<file path="src/rtl/ebus_pkg.sv">
package ebus_pkg;

  typedef enum logic [1:0] {
    ST_IDLE   = 2'd0,
    ST_ACTIVE = 2'd1,
    ST_GAP    = 2'd2
  } ebusState_e;

  typedef enum logic [1:0] {
    KIND_READ  = 2'b00,
    KIND_FETCH = 2'b01,
    KIND_WRITE = 2'b10,
    KIND_RSVD  = 2'b11
  } ebusKind_e;

  // control to datapath strobes
  typedef struct packed {
    logic load;     // request taken this clock
    logic active;   // strobe-active clock
    logic capture;  // last active clock (wait low)
    logic half;     // second byte cycle of a split word
  } ebusCtl_t;

endpackage

</file>
<file path="src/rtl/ebus_ctrl.sv">
module ebus_ctrl
  import ebus_pkg::*;
(
  input  logic     clk,
  input  logic     rstN,
  input  logic     reqValid,
  input  logic     waitIn,
  input  logic     splitWord,
  output logic     reqReady,
  output logic     rspDone,
  output ebusCtl_t ctl
);

  ebusState_e state;
  logic       halfQ;
  logic       doneQ;

  always_comb begin
    reqReady    = (state == ST_IDLE) && rstN;
    ctl.load    = reqReady && reqValid;
    ctl.active  = (state == ST_ACTIVE);
    ctl.capture = (state == ST_ACTIVE) && !waitIn;
    ctl.half    = halfQ;
  end

  always_ff @(posedge clk) begin
    if (!rstN) begin
      state <= ST_IDLE;
      halfQ <= 1'b0;
      doneQ <= 1'b0;
    end else begin
      doneQ <= ctl.capture && (!splitWord || halfQ);
      case (state)
        ST_IDLE: begin
          if (ctl.load) begin
            state <= ST_ACTIVE;
            halfQ <= 1'b0;
          end
        end
        ST_ACTIVE: begin
          if (!waitIn) state <= ST_GAP;
        end
        ST_GAP: begin
          if (splitWord && !halfQ) begin
            state <= ST_ACTIVE;
            halfQ <= 1'b1;
          end else begin
            state <= ST_IDLE;
          end
        end
        default: state <= ST_IDLE;
      endcase
    end
  end

  assign rspDone = doneQ;

endmodule

</file>
<file path="src/rtl/ebus_dpath.sv">
module ebus_dpath
  import ebus_pkg::*;
#(
  parameter int AddrW = 20,
  parameter int DataW = 16
) (
  input  logic             clk,
  input  logic             rstN,
  input  logic             waitSize,
  input  ebusCtl_t         ctl,
  input  logic [1:0]       reqKind,
  input  logic             reqWord,
  input  logic             reqBootSel,
  input  logic             reqBus16,
  input  logic [AddrW-1:0] reqAddr,
  input  logic [DataW-1:0] reqWdata,
  input  logic [DataW-1:0] busDin,
  output logic [AddrW-1:0] busAddr,
  output logic [DataW-1:0] busDout,
  output logic             weN,
  output logic             oeN,
  output logic             bleN,
  output logic             bheN,
  output logic [DataW-1:0] rspRdata,
  output logic             splitWord,
  output logic             bootBus16,
  output logic             curBus16
);

  localparam int ByteW = DataW / 2;

  logic             bootQ;
  logic             wrQ;
  logic             wordQ;
  logic             bus16Q;
  logic [AddrW-1:0] addrQ;
  logic [DataW-1:0] wdataQ;
  logic [DataW-1:0] rdataQ;

  logic [ByteW-1:0] dinLo;
  logic [ByteW-1:0] dinHi;
  logic [ByteW-1:0] wLo;
  logic [ByteW-1:0] wHi;
  logic             lowUse;
  logic             highUse;

  // boot width: sampled on every reset clock, held afterwards
  always_ff @(posedge clk) begin
    if (!rstN) bootQ <= waitSize;
  end

  // request capture at acceptance
  always_ff @(posedge clk) begin
    if (!rstN) begin
      wrQ    <= 1'b0;
      wordQ  <= 1'b0;
      bus16Q <= 1'b0;
      addrQ  <= '0;
      wdataQ <= '0;
    end else if (ctl.load) begin
      wrQ    <= (reqKind == KIND_WRITE);
      wordQ  <= reqWord;
      bus16Q <= reqBootSel ? bootQ : reqBus16;
      addrQ  <= reqWord ? {reqAddr[AddrW-1:1], 1'b0} : reqAddr;
      wdataQ <= reqWdata;
    end
  end

  assign dinLo = busDin[ByteW-1:0];
  assign dinHi = busDin[DataW-1:ByteW];
  assign wLo   = wdataQ[ByteW-1:0];
  assign wHi   = wdataQ[DataW-1:ByteW];

  // read data assembly on the last active clock
  always_ff @(posedge clk) begin
    if (!rstN) begin
      rdataQ <= '0;
    end else if (ctl.capture && !wrQ) begin
      if (bus16Q) begin
        if (wordQ)         rdataQ <= busDin;
        else if (addrQ[0]) rdataQ <= {{ByteW{1'b0}}, dinHi};
        else               rdataQ <= {{ByteW{1'b0}}, dinLo};
      end else if (wordQ && ctl.half) begin
        rdataQ[DataW-1:ByteW] <= dinLo;
      end else begin
        rdataQ <= {{ByteW{1'b0}}, dinLo};
      end
    end
  end

  // lane usage
  always_comb begin
    lowUse  = !bus16Q || !wrQ || wordQ || !addrQ[0];
    highUse = bus16Q && (!wrQ || wordQ || addrQ[0]);
  end

  always_comb begin
    weN  = !(ctl.active && wrQ);
    oeN  = !(ctl.active && !wrQ);
    bleN = !(ctl.active && lowUse);
    bheN = !(ctl.active && highUse);
  end

  // address: second half of a split word selects the odd byte
  assign busAddr = {addrQ[AddrW-1:1], addrQ[0] | ctl.half};

  always_comb begin
    if (bus16Q) busDout = wordQ ? wdataQ : {wLo, wLo};
    else        busDout = {{ByteW{1'b0}}, (ctl.half ? wHi : wLo)};
  end

  assign rspRdata  = rdataQ;
  assign splitWord = wordQ && !bus16Q;
  assign bootBus16 = bootQ;
  assign curBus16  = bus16Q;

endmodule

</file>
<file path="src/rtl/ebus_strobe_gen.sv">
module ebus_strobe_gen
  import ebus_pkg::*;
#(
  parameter int AddrW = 20,
  parameter int DataW = 16
) (
  input  logic             clk,
  input  logic             rstN,
  input  logic             waitSize,
  input  logic             reqValid,
  output logic             reqReady,
  input  logic [1:0]       reqKind,
  input  logic             reqWord,
  input  logic             reqBootSel,
  input  logic             reqBus16,
  input  logic [AddrW-1:0] reqAddr,
  input  logic [DataW-1:0] reqWdata,
  output logic             rspDone,
  output logic [DataW-1:0] rspRdata,
  output logic [AddrW-1:0] busAddr,
  output logic [DataW-1:0] busDout,
  input  logic [DataW-1:0] busDin,
  output logic             weN,
  output logic             oeN,
  output logic             bleN,
  output logic             bheN,
  output logic             bootBus16
);

  ebusCtl_t ctl;
  logic     splitWord;
  logic     curBus16;

  ebus_ctrl ctrl_i (
    .clk       (clk),
    .rstN      (rstN),
    .reqValid  (reqValid),
    .waitIn    (waitSize),
    .splitWord (splitWord),
    .reqReady  (reqReady),
    .rspDone   (rspDone),
    .ctl       (ctl)
  );

  ebus_dpath #(.AddrW(AddrW), .DataW(DataW)) dpath_i (
    .clk        (clk),
    .rstN       (rstN),
    .waitSize   (waitSize),
    .ctl        (ctl),
    .reqKind    (reqKind),
    .reqWord    (reqWord),
    .reqBootSel (reqBootSel),
    .reqBus16   (reqBus16),
    .reqAddr    (reqAddr),
    .reqWdata   (reqWdata),
    .busDin     (busDin),
    .busAddr    (busAddr),
    .busDout    (busDout),
    .weN        (weN),
    .oeN        (oeN),
    .bleN       (bleN),
    .bheN       (bheN),
    .rspRdata   (rspRdata),
    .splitWord  (splitWord),
    .bootBus16  (bootBus16),
    .curBus16   (curBus16)
  );

endmodule

</file>
<file path="config.mk">
export PLATFORM = sky130hd
export DESIGN_NAME = ebus_strobe_gen
export DESIGN_NICKNAME = d
export VERILOG_FILES = /design/src/rtl/ebus_pkg.sv /design/src/rtl/ebus_ctrl.sv /design/src/rtl/ebus_dpath.sv /design/src/rtl/ebus_strobe_gen.sv
export SDC_FILE = /design/constraint.sdc
export NUM_CORES = 1
export LEC_CHECK = 0
export BUFFER_PORTS_ARGS = -buffer_cell sky130_fd_sc_hd__buf_2
export CORE_MARGIN = 3
export CORE_UTILIZATION = 49
export CTS_BUF_LIST = sky130_fd_sc_hd__clkbuf_4
export DETAILED_ROUTE_END_ITERATION = 6
export PLACE_DENSITY = 0.82
export SLEW_MARGIN = 15
export SYNTH_ARGS = -nofsm -noshare
export SYNTH_HDL_FRONTEND = slang
export SYNTH_HIERARCHICAL = 1
export SYNTH_SLANG_ARGS = --single-unit
</file>
<file path="constraint.sdc">
create_clock -name clk -period 2.1 [get_ports clk]
set_clock_uncertainty 0.2 [all_clocks]
set_input_delay 0.21 -clock clk [delete_from_list [all_inputs] [get_ports clk]]
set_output_delay 0.21 -clock clk [all_outputs]
set_load 0.01 [all_outputs]
</file>
==> results_dict.tcl <==
set metrics [dict create \
    holdPathEnd "ctrl_i/halfQ$_SDFFE_PN0P_" \
    power_density_nw_per_um2 574.9 \
    async_reset_ff_share_pct 0 \
    dr.pass1.iters 4 \
    cts_htree_levels 3 \
    ff_latch_area_um2 1217 \
    ys.flop_type "dfxtp_1" \
    grt_overflow 0 \
    antenna_found_initial 0 \
    fin_crit_sh_pct 95.52 \
    synthSimpleGateAreaFrac_pct 12.71 \
    drc 0 \
    multi_input_area_um2 1315 \
    grt_max_degree 39 \
    clk_latency_ps 380 \
    outcome "completed" \
    setup_viol 0 \
    netlist_top_cells_count "dfxtp_1 (59), mux2i_1 (54), nor2_1 (37), buf_4 (20), a21oi_1 (18)" \
    dr_total_vias 2680 \
    synth_xor_area_share_pct 0 \
    fin_nets 508 \
    crit_fanout 8 \
    internal-power_uw 1702 \
    grt_pass1_vias 2605 \
    numPortBuffers 119 \
    synth_edf_count 1 \
    cp-end-kind "flip-flop" \
    synth_fa_ha_area_share_pct 0 \
    synth_top_family_by_area "multiplexers" \
    startpoint_type "flip-flop" \
    cts_tree "done" \
    switching_power_uw 642.0 \
    syn_to_final_growth_pct 46.93 \
    dp_hpwl_mm 4.597 \
    grt_usage_pct 25.62 \
    slowest_stage "dlygate4sd3_1" \
    root_buffer "clkbuf_4" \
    clk_pin_slew_worst_paths_ps 110 \
    initial_core_util_pct 52.34 \
    ys_seq_area_share_pct 43.64 \
    synth_compound_area_share_pct 11.50 \
    rr_endpoint "dpath_i/rspRdata[9]$_SDFFE_PN0P_" \
    max_freq_mhz 498.5 \
    mappedNetlistArea_um2 2775 \
    synth_mux_area_share_pct 22.72 \
    cp_slowest_stage_delay_ps 600 \
    clockPowerShare_pct 27.8 \
    avgSynthCellArea_um2 9.806 \
    dieHeight_um 81.26 \
    fp-row-count 26 \
    synth_warnings 6 \
    hold_path_class "input port to flip-flop" \
    cts.path.max_buffers 2 \
    cap_violations 0 \
    cts.sinks 60 \
    tightestPinTransition_ps 649.5 \
    drive_gt1_share_pct 35.03 \
    die_area_um2 6602 \
    place_congestion 0.7963 \
    critPathBufInv 1 \
    finalWirelength_mm 8.426 \
    wl_per_cell_um 16.14 \
    cp.arrival_ps 2120 \
    fin_crit_ps 2006 \
    syn-num-nets 344 \
    hold_viol_final 0 \
    yosysMostFrequentCell "dfxtp_1" \
    reg2reg_from "dpath_i/wordQ$_SDFFE_PN0P_" \
    synth_area_leaders "dfxtp_1 (43%), mux2i_1 (19%), buf_4 (5.4%), nor2_1 (5.0%), a21oi_1 (3.2%)" \
    swShare_pct 27.39 \
    ir_drop_uv 400.3 \
    synth_cell_type_count 35 \
    hp-start "reqValid" \
    yosys.area.top_type "dfxtp_1" \
    die_w_um 81.26 \
    hold_depth 4 \
    drtAntennaViolNets 0 \
    pwr-share-comb_pct 19.4 \
    crit_type "flip-flop to flip-flop" \
    io_pins 120 \
    worstPathCellList "and2_1 > a22oi_1 > dlygate4sd3_1 > a21oi_1" \
    cts_buffers 9 \
    whs_ps 12.63 \
    drt_iter0_drc 120 \
    grt_pass1_wl_mm 12.71 \
    pwr-share-seq_pct 52.9 \
    tns_ps 0 \
    power_leakage_uw 0.001872 \
    n_fill_cell 350 \
    synthCells 283 \
    ff2ff_path_depth 4 \
    synth_top_area_share_pct 42.56 \
    ff2ff_setup_slack_ps 90 \
    ys_ff_latch 60 \
    worstPathRequired_ps 2210 \
    final_max_slew_viol_count 0 \
    viasPerCell 5.134 \
    cp.depth 4 \
    core_um2 5303 \
    slew_headroom_pct 56.64 \
    grt_setup_unrepaired "false" \
    critical_path.top_delay_family "buffers and inverters" \
]
-- area by class of cell --
| class | instances | share of cell area [%] |
|---|---|---|
| timing repair buffer | 193 | 32.95 |
| multi-input combinational | 180 | 32.25 |
| sequential | 60 | 29.86 |
| tap | 70 | 2.148 |
| clock buffer | 11 | 2.025 |
| clock inverter | 4 | 0.4296 |
| inverter | 3 | 0.2762 |
| antenna | 1 | 0.06137 |
-- through the flow --
stage,utilization [%],instances,power (uW),cell area [um^2],setup slack (ps)
after floorplan,-,283,1474,2775,221.9
after global placement,61.99,439,1599,3287,416.5
after detailed placement,61.99,439,1609,3287,297.4
after CTS,75.39,515,2316,3998,18.71
after global routing,76.85,521,2463,4075,9.535
final,76.90,522,2344,4078,93.98
-- layer usage --
| metal | share of wire (%) | track usage [%] |
|---|---|---|
| met5 | 0 | 0 |
| met4 | 2.9 | 11.32 |
| met3 | 6.6 | 5.987 |
| met2 | 51 | 45.57 |
| met1 | 39 | 29.03 |
-- worst reg2reg max path, delay by kind of cell, from the launching register on --
kind | cells | cell delay (ps)
compound gates | 2 | 320
flops | 1 | 450
buf+inv | 1 | 600
simple gates | 1 | 370
-- worst max-delay path by stage --
stage	start	to	slack, ps
6_report	dpath_i/wordQ$_SDFFE_PN0P_	dpath_i/rspRdata[9]$_SDFFE_PN0P_	90
5_1_grt	ctrl_i/halfQ$_SDFFE_PN0P_	busDout[2]	10
4_1_cts	waitSize	dpath_i/rspRdata[12]$_SDFFE_PN0P_	20
3_5_place_dp	rstN	dpath_i/wdataQ[13]$_SDFFE_PN0P_	300
3_3_place_gp	rstN	dpath_i/addrQ[8]$_SDFFE_PN0P_	420
2_1_floorplan	ctrl_i/state[1]$_SDFFE_PN0P_	dpath_i/addrQ[10]$_SDFFE_PN0P_	220
-- kinds of logic after synthesis --
logic type,Yosys count
and+or+nand+nor,68
AOI/OAI and AO/OA,50
buffers and inverters,43
muxes,62
DFF,60
-- state kept, by name, summed over array words and instances, names as in the netlist --
register           count
dpath_i/wrQ            1
dpath_i/addrQ         20
ctrl_i/state           2
dpath_i/rspRdata      16
ctrl_i/rspDone         1
ctrl_i/halfQ           1
dpath_i/curBus16       1
dpath_i/bootBus16      1
dpath_i/wdataQ        16
dpath_i/wordQ          1
-- cell usage in the layout, fill, tap and decap left out, types with 3 or more instances in the layout --
| cell | netlist | layout |
|---|---|---|
| buf_2 | 8 | 119 |
| dlygate4sd3_1 | 0 | 60 |
| dfxtp_1 | 59 | 56 |
| mux2i_1 | 54 | 54 |
| nor2_1 | 37 | 37 |
| a21oi_1 | 18 | 18 |
| clkbuf_4 | 0 | 11 |
| nor2b_1 | 11 | 11 |
| buf_4 | 20 | 11 |
| mux2_1 | 8 | 8 |
| a22oi_1 | 8 | 8 |
| a311oi_1 | 8 | 8 |
| o21ai_1 | 7 | 7 |
| o21ai_0 | 4 | 4 |
| nand2b_1 | 4 | 4 |
| nand3b_1 | 3 | 3 |
-- what timing repair did --
action,in CTS,in global routing
endpoints found under the setup margin,0,15
setup buffers,0,6
resized for setup,0,7
endpoints found under the hold margin,52,0
hold buffers,61,0
-- power groups by stage --
| stage | logic (uW) | registers, uW | clock network (uW) |
|---|---|---|---|
| 2_1_floorplan | 209 | 1260 | 0 |
| 3_3_place_gp | 338 | 1260 | 0 |
| 3_5_place_dp | 347 | 1260 | 0 |
| 4_1_cts | 426 | 1240 | 653 |
| 5_1_grt | 492 | 1250 | 724 |
| 6_report | 454 | 1240 | 651 |
No activity file was read; power rests on OpenSTA's default activity.
